`config.mk`:
```
export PLATFORM = sky130hd
export DESIGN_NAME = softmute_volume
export DESIGN_NICKNAME = d
export VERILOG_FILES = /design/src/rtl/svol_pkg.sv /design/src/rtl/svol_rst_sync.sv /design/src/rtl/svol_vol_rom.sv /design/src/rtl/svol_env_ramp.sv /design/src/rtl/svol_gain_mult.sv /design/src/rtl/softmute_volume.sv
export SDC_FILE = /design/constraint.sdc
export NUM_CORES = 2
export LEC_CHECK = 0
export ABC_AREA = 1
export BUFFER_PORTS_ARGS = -buffer_cell sky130_fd_sc_hd__buf_2
export CAP_MARGIN = 30
export CORE_MARGIN = 3
export CORE_UTILIZATION = 27
export DETAILED_ROUTE_END_ITERATION = 8
export PLACE_DENSITY = 0.51
export SETUP_SLACK_MARGIN = 0.02
export SLEW_MARGIN = 0
export SYNTH_ARGS = -nofsm -noshare
export SYNTH_HDL_FRONTEND = slang
export SYNTH_HIERARCHICAL = 1
export SYNTH_SLANG_ARGS = --single-unit
export TNS_END_PERCENT = 20
```
`constraint.sdc`:
```
create_clock -name clk -period 1.8 [get_ports clk]
set_input_delay 0.18 -clock clk [delete_from_list [all_inputs] [get_ports clk]]
set_output_delay 0.18 -clock clk [all_outputs]
set_load 0.02 [all_outputs]
```
`src/rtl/svol_pkg.sv`:
```
package svol_pkg;
  localparam int SAMPLE_W   = 24;
  localparam int GAIN_FRAC  = 16;
  localparam int GAIN_W     = GAIN_FRAC + 1;
  localparam int VOL_W      = 6;
  localparam int RAMP_STEPS = 32;
  localparam int POS_W      = $clog2(RAMP_STEPS + 1);
  localparam int MUTE_CODE  = 60;
  localparam int CH_N       = 2;

  typedef logic [GAIN_W-1:0]          gain_t;
  typedef logic signed [SAMPLE_W-1:0] sample_t;
endpackage

```
`src/rtl/svol_rst_sync.sv`:
```
module svol_rst_sync (
  input  logic clk,
  input  logic arst_n,
  output logic srst_n
);
  logic meta_q;
  logic sync_q;

  always_ff @(posedge clk or negedge arst_n) begin
    if (!arst_n) begin
      meta_q <= 1'b0;
      sync_q <= 1'b0;
    end else begin
      meta_q <= 1'b1;
      sync_q <= meta_q;
    end
  end

  assign srst_n = sync_q;
endmodule

```
`src/rtl/svol_vol_rom.sv`:
```
module svol_vol_rom
  import svol_pkg::*;
#(
  parameter int CODE_W    = VOL_W,
  parameter int MUTE_FROM = MUTE_CODE
) (
  input  logic [CODE_W-1:0] code_i,
  output gain_t             gain_o
);
  // fractional part of the gain for 0..5 dB, unsigned Q16
  localparam gain_t FRAC_DB [6] = '{17'd65536, 17'd58409, 17'd52057,
                                    17'd46396, 17'd41350, 17'd36854};

  logic [2:0] frac_sel;
  logic [3:0] octave;

  always_comb begin
    frac_sel = 3'(code_i % 6);
    octave   = 4'(code_i / 6);
    if (int'(code_i) >= MUTE_FROM) gain_o = '0;
    else                           gain_o = FRAC_DB[frac_sel] >> octave;
  end
endmodule

```
`src/rtl/svol_env_ramp.sv`:
```
module svol_env_ramp
  import svol_pkg::*;
#(
  parameter int STEPS = RAMP_STEPS,
  parameter int PW    = POS_W
) (
  input  logic  clk,
  input  logic  rst_n,
  input  logic  step_i,
  input  logic  mute_i,
  output gain_t env_o,
  output logic  done_o
);
  localparam int    HALF     = STEPS / 2;
  localparam gain_t ENV_FULL = gain_t'(1 << GAIN_FRAC);
  // rising half of the raised-cosine curve, positions 0..16
  localparam gain_t RISE [17] = '{
    17'd0,     17'd158,   17'd630,   17'd1411,  17'd2494,  17'd3869,
    17'd5522,  17'd7438,  17'd9598,  17'd11980, 17'd14563, 17'd17321,
    17'd20228, 17'd23256, 17'd26375, 17'd29556, 17'd32768};

  logic [PW-1:0] pos_q, pos_d;

  always_comb begin
    pos_d = pos_q;
    if (step_i) begin
      if (mute_i) begin
        if (pos_q != '0) pos_d = pos_q - 1'b1;
      end else if (pos_q != PW'(STEPS)) begin
        pos_d = pos_q + 1'b1;
      end
    end
  end

  always_ff @(posedge clk or negedge rst_n) begin
    if (!rst_n) pos_q <= '0;
    else        pos_q <= pos_d;
  end

  // second half mirrors the first about the midpoint
  always_comb begin
    if (int'(pos_q) <= HALF) env_o = RISE[5'(pos_q)];
    else                     env_o = ENV_FULL - RISE[5'(PW'(STEPS) - pos_q)];
  end

  assign done_o = (pos_q == '0);

  AST_POS_BOUND: assert property (@(posedge clk) disable iff (!rst_n)
    int'(pos_q) <= STEPS) else $error("position out of range");
  AST_IDLE_HOLD: assert property (@(posedge clk) disable iff (!rst_n)
    !step_i |=> $stable(pos_q)) else $error("position moved without a sample");
  AST_ENV_RISES: assert property (@(posedge clk) disable iff (!rst_n)
    (step_i && !mute_i && !done_o && int'(pos_q) < STEPS) |=> env_o > $past(env_o))
    else $error("envelope did not rise");
  AST_REVERSE_DOWN: assert property (@(posedge clk) disable iff (!rst_n)
    (step_i && mute_i && !done_o) |=> env_o < $past(env_o))
    else $error("envelope did not fall");
endmodule

```
`src/rtl/svol_gain_mult.sv`:
```
module svol_gain_mult
  import svol_pkg::*;
#(
  parameter int DW = SAMPLE_W,
  parameter int GW = GAIN_W,
  parameter int FB = GAIN_FRAC
) (
  input  logic signed [DW-1:0] sample_i,
  input  logic [GW-1:0]        gain_i,
  output logic signed [DW-1:0] sample_o
);
  localparam int PROD_W = DW + GW + 1;
  localparam int SH_W   = PROD_W - FB;
  localparam logic signed [PROD_W-1:0] RND  = PROD_W'(1) <<< (FB - 1);
  localparam logic signed [SH_W-1:0]   MAXV = SH_W'((64'sd1 <<< (DW - 1)) - 1);
  localparam logic signed [SH_W-1:0]   MINV = SH_W'(-(64'sd1 <<< (DW - 1)));

  logic signed [PROD_W-1:0] prod;
  logic signed [SH_W-1:0]   shifted;

  always_comb begin
    prod    = PROD_W'(sample_i) * PROD_W'($signed({1'b0, gain_i}));
    shifted = SH_W'((prod + RND) >>> FB);
    if (shifted > MAXV)      sample_o = DW'(MAXV);
    else if (shifted < MINV) sample_o = DW'(MINV);
    else                     sample_o = DW'(shifted);
  end
endmodule

```
`src/rtl/softmute_volume.sv`:
```
module softmute_volume
  import svol_pkg::*;
#(
  parameter int DW    = SAMPLE_W,
  parameter int CW    = VOL_W,
  parameter int STEPS = RAMP_STEPS
) (
  input  logic                 clk,
  input  logic                 rst_n,
  input  logic                 in_valid,
  input  logic signed [DW-1:0] in_left,
  input  logic signed [DW-1:0] in_right,
  input  logic [CW-1:0]        vol_code,
  input  logic                 mute_req,
  output logic                 out_valid,
  output logic signed [DW-1:0] out_left,
  output logic signed [DW-1:0] out_right,
  output logic                 mute_done
);
  localparam int GG_W = 2 * GAIN_W;

  logic  srst_n;
  gain_t vol_gain, env, g_eff;
  logic [GG_W-1:0] gg;
  logic signed [DW-1:0] in_ch  [CH_N];
  logic signed [DW-1:0] scaled [CH_N];
  logic signed [DW-1:0] out_q  [CH_N];
  logic signed [DW-1:0] out_d  [CH_N];
  logic vld_q;

  svol_rst_sync u_rst (.clk(clk), .arst_n(rst_n), .srst_n(srst_n));

  svol_vol_rom #(.CODE_W(CW)) u_rom (.code_i(vol_code), .gain_o(vol_gain));

  svol_env_ramp #(.STEPS(STEPS)) u_env (
    .clk(clk), .rst_n(srst_n), .step_i(in_valid), .mute_i(mute_req),
    .env_o(env), .done_o(mute_done));

  always_comb begin
    gg    = GG_W'(vol_gain) * GG_W'(env) + GG_W'(1 << (GAIN_FRAC - 1));
    g_eff = gain_t'(gg >> GAIN_FRAC);
  end

  assign in_ch[0] = in_left;
  assign in_ch[1] = in_right;

  for (genvar ch = 0; ch < CH_N; ch++) begin : g_ch
    svol_gain_mult #(.DW(DW)) u_mul (
      .sample_i(in_ch[ch]), .gain_i(g_eff), .sample_o(scaled[ch]));

    always_comb begin
      out_d[ch] = out_q[ch];
      if (in_valid) out_d[ch] = scaled[ch];
    end

    always_ff @(posedge clk or negedge srst_n) begin
      if (!srst_n) out_q[ch] <= '0;
      else         out_q[ch] <= out_d[ch];
    end
  end

  always_ff @(posedge clk or negedge srst_n) begin
    if (!srst_n) vld_q <= 1'b0;
    else         vld_q <= in_valid;
  end

  assign out_valid = vld_q;
  assign out_left  = out_q[0];
  assign out_right = out_q[1];

  function automatic logic [DW:0] mag(input logic signed [DW-1:0] v);
    return (v < 0) ? (DW+1)'(-(DW+1)'(v)) : (DW+1)'(v);
  endfunction

  AST_VALID_FOLLOWS: assert property (@(posedge clk) disable iff (!srst_n)
    in_valid |=> out_valid) else $error("missing output strobe");
  AST_NO_SPURIOUS: assert property (@(posedge clk) disable iff (!srst_n)
    !in_valid |=> (!out_valid && $stable(out_left) && $stable(out_right)))
    else $error("output changed without input");
  AST_SILENT_MUTE: assert property (@(posedge clk) disable iff (!srst_n)
    (in_valid && mute_done) |=> (out_left == '0 && out_right == '0))
    else $error("sound while muted");
  AST_NO_GROWTH: assert property (@(posedge clk) disable iff (!srst_n)
    in_valid |=> (mag(out_left) <= mag($past(in_left)) && mag(out_right) <= mag($past(in_right))))
    else $error("output larger than input");
endmodule

```
==> flow_metrics.py <==
metrics = {
    "global_routing": {
        "first_global_vias": 44800,
        "grt_max_degree": 56,
        "grt_overflow": 0,
        "grtUsageTotal": 0.160,
        "grt_pass1_wl_um": 234000,
        "antenna_found_initial": 11,
    },
    "drt": {
        "vias_per_cell": 4.28,
        "via_count": 41100,
        "drt_iter0_drc": 2125,
        "drt_first_pass_iters": 5,
        "wire_per_inst_um": 14.8,
        "post-route-drc-count": 0,
        "drt-total-wl_um": 143000,
        "drt.antenna.violating_nets": 0,
    },
    "die": {
        "start_util": 0.274,
        "fp-row-count": 153,
        "dieArea_mm2": 0.182,
        "die_h_um": 427,
        "core_area_mm2": 0.175,
        "ios": 108,
        "fp.dieW_um": 427,
    },
    "synthesis": {
        "seq_area_frac_synth": 0.0298,
        "syn_nets": 7992,
        "synth-seq-cells": 57,
        "synthCells": 6533,
        "synth_edf_count": 0,
        "yosysWarnings": 6,
        "synth-main-ff-cell": "dfrtp_1",
        "async_reset_ff_frac": 1.00,
        "yosysUniqueCellTypes": 60,
        "syn_avg_cell_area_um2": 7.33,
        "netlist_area_mm2": 0.0479,
    },
    "sta": {
        "layout_min_cycle_time_ns": 12.68,
        "drv_slew": 0,
        "post-route-period-util": 7.04,
        "slew-limit-headroom": 0.596,
        "max_freq_mhz": 78.9,
        "skew_ns": 0.0124,
        "finalHoldViolations": 0,
        "setup_viol_count_final": 49,
        "worst_slack_ns": -10.88,
        "worst_slew_pin_slew_ns": 0.602,
        "setup-tns-final_ns": -520.53,
        "rsz0062_at_grt": "true",
    },
    "worst_setup_path": {
        "crit_fanout": 6,
        "arrival_ns": 12.95,
        "cp-startpoint": "vol_code[4]",
        "cp-start-kind": "input pin",
        "r2r_start": "u_env/pos_q[1]",
        "critPathCaptureType": "flip-flop",
        "crit_slowest_cell": "fa_2",
        "crit_type": "input pin to flip-flop",
        "cp.required_ns": 2.07,
        "critPathMostFrequentCell": "nand2_2",
        "slowest_delay_ns": 0.60,
    },
    "run_status": {
        "violations": "setup timing",
        "status": "finished with violations",
    },
    "layout": {
        "final_common_cell": "inv_1",
        "layout_common_cells": "inv_1, nand2_1, fa_1",
        "drive_above_1_share": 0.236,
        "final_nets": 8738,
        "area.growth.synth_to_final_pct": 28.8,
        "final.fill_count": 18600,
    },
    "place": {
        "routabilityCongestion": 0.891,
        "pre_cts_ws_ns": -11.67,
        "dp.final_hpwl_um": 121000,
        "portBuffers": 107,
    },
    "clocking": {
        "clk_latency_ns": 0.39,
        "numCtsBuffers": 9,
        "cts_root_buf": "clkbuf_16",
        "cts-htree-levels": 3,
        "cts.clk_slew.worst_paths_ns": 0.06,
        "cts_max_path_buffers": 2,
        "cts_tree": "done",
        "cts.sinks": 57,
    },
    "run": {
        "drv_cap": 0,
    },
    "hold_path": {
        "hp-class": "input pin to async pin",
    },
}
[worst paths after layout]
| kind | to | slack (ns) | depth (start not counted) |
|---|---|---|---|
| min | u_rst/srst_n | 0.12 | 2 |
| max reg2reg | out_right[0] | -10.79 | 66 |
| max in group asynchronous | u_env/pos_q[2] | 1.22 | 1 |
| min reg2reg | out_valid | 0.28 | 1 |
| max | out_right[23] | -10.88 | 70 |
| min in group clk | out_valid | 0.15 | 2 |
[cells by family (layout without fill, tap and decap cells)]
| kind of cell | after synthesis | in the layout | share of synthesized area |
|---|---|---|---|
| AND/OR/NAND/NOR | 2361 | 2369 | 0.204 |
| buffers and inverters | 2339 | 3082 | 0.187 |
| adder cells (fa/ha/maj) | 1401 | 1401 | 0.527 |
| AO/OA/AOI/OAI | 277 | 277 | 0.0317 |
| flip-flops | 57 | 57 | 0.0298 |
| multiplexers | 49 | 49 | 0.0115 |
| XOR/XNOR | 48 | 48 | 0.00878 |
| other | 1 | 5 | 0.0000784 |
[area by class of cell]
class                   count  area [µm²]  share of cell area
well taps                2325        2910              0.0472
flip-flops and latches     57        1430              0.0232
repair buffers            992        8600               0.140
repair inverters            1        7.51            0.000122
clock buffers              10         239             0.00388
clock inverters             6        66.3             0.00108
diodes                      4        10.0            0.000162
inverters                2073        7840               0.127
multi-input cells        4145       40500               0.658
[state kept, by name (all words and copies together) (netlist names)]
| name | cells |
|---|---|
| out_valid | 1 |
| out_left | 24 |
| u_rst/meta_q | 1 |
| out_right | 24 |
| u_rst/srst_n | 1 |
| u_env/pos_q | 6 |
[critical path, delay by kind of cell]
| kind | cells | cell delay, ns |
|---|---|---|
| mux | 1 | 0.25 |
| simple gates | 27 | 2.48 |
| compound gates | 6 | 0.95 |
| fa+ha+maj | 16 | 7.26 |
| buf+inv | 20 | 1.81 |
[stage by stage]
stage | instance area, µm² | std cells | utilization | hold WS (ns)
after floorplan | 49200 | 6533 | - | -0.116
after global routing | 61600 | 9613 | 0.352 | 0.115
final | 61600 | 9613 | 0.352 | 0.117
after CTS | 60100 | 9562 | 0.344 | 0.0788
after detailed placement | 57800 | 9478 | 0.330 | -0.0318
after global placement | 57800 | 9477 | 0.330 | -0.0345
[metal layers]
layer  vias up  global-route usage  part of all wire
li1      19800                   -                 -
met1     20500               0.202              0.43
met2       677               0.295              0.51
met3       153             0.00998             0.028
met4         0              0.0407             0.027
met5         -                   0                 0
[Yosys cell counts, types with 6 or more instances]
cell type	count	share of area
xor2_1	34	0.0062
nor2_2	14	0.0018
buf_2	11	0.0012
o21bai_1	19	0.0030
inv_2	10	0.00078
nor3_1	20	0.0021
o21ai_1	16	0.0017
clkbuf_1	230	0.018
xnor2_1	14	0.0026
nand3_1	134	0.014
dfrtp_1	57	0.030
o21ai_0	70	0.0073
nor2_4	6	0.0014
nand4_1	18	0.0024
a31oi_1	7	0.00092
mux2_2	48	0.011
nand3_2	22	0.0046
a21oi_1	140	0.015
fa_1	1024	0.43
buf_6	16	0.0038
ha_1	377	0.099
inv_1	2055	0.16
nand3b_1	10	0.0016
nor2_1	194	0.015
nand2_1	1856	0.15
nand2_2	49	0.0064
nand2_4	16	0.0038
[what timing repair did]
item / in CTS / in global routing
pin swaps: 97 / 171
resized for setup: 317 / 223
gates cloned: 14 / 10
hold endpoints to repair: 2 / 0
hold buffers: 1 / 0
setup endpoints to repair: 50 / 50
buffers inserted: 54 / 37
Power is left out: the tool's default activity adds up to more than one toggle a clock period on the data nets, which glitch-free logic cannot reach.
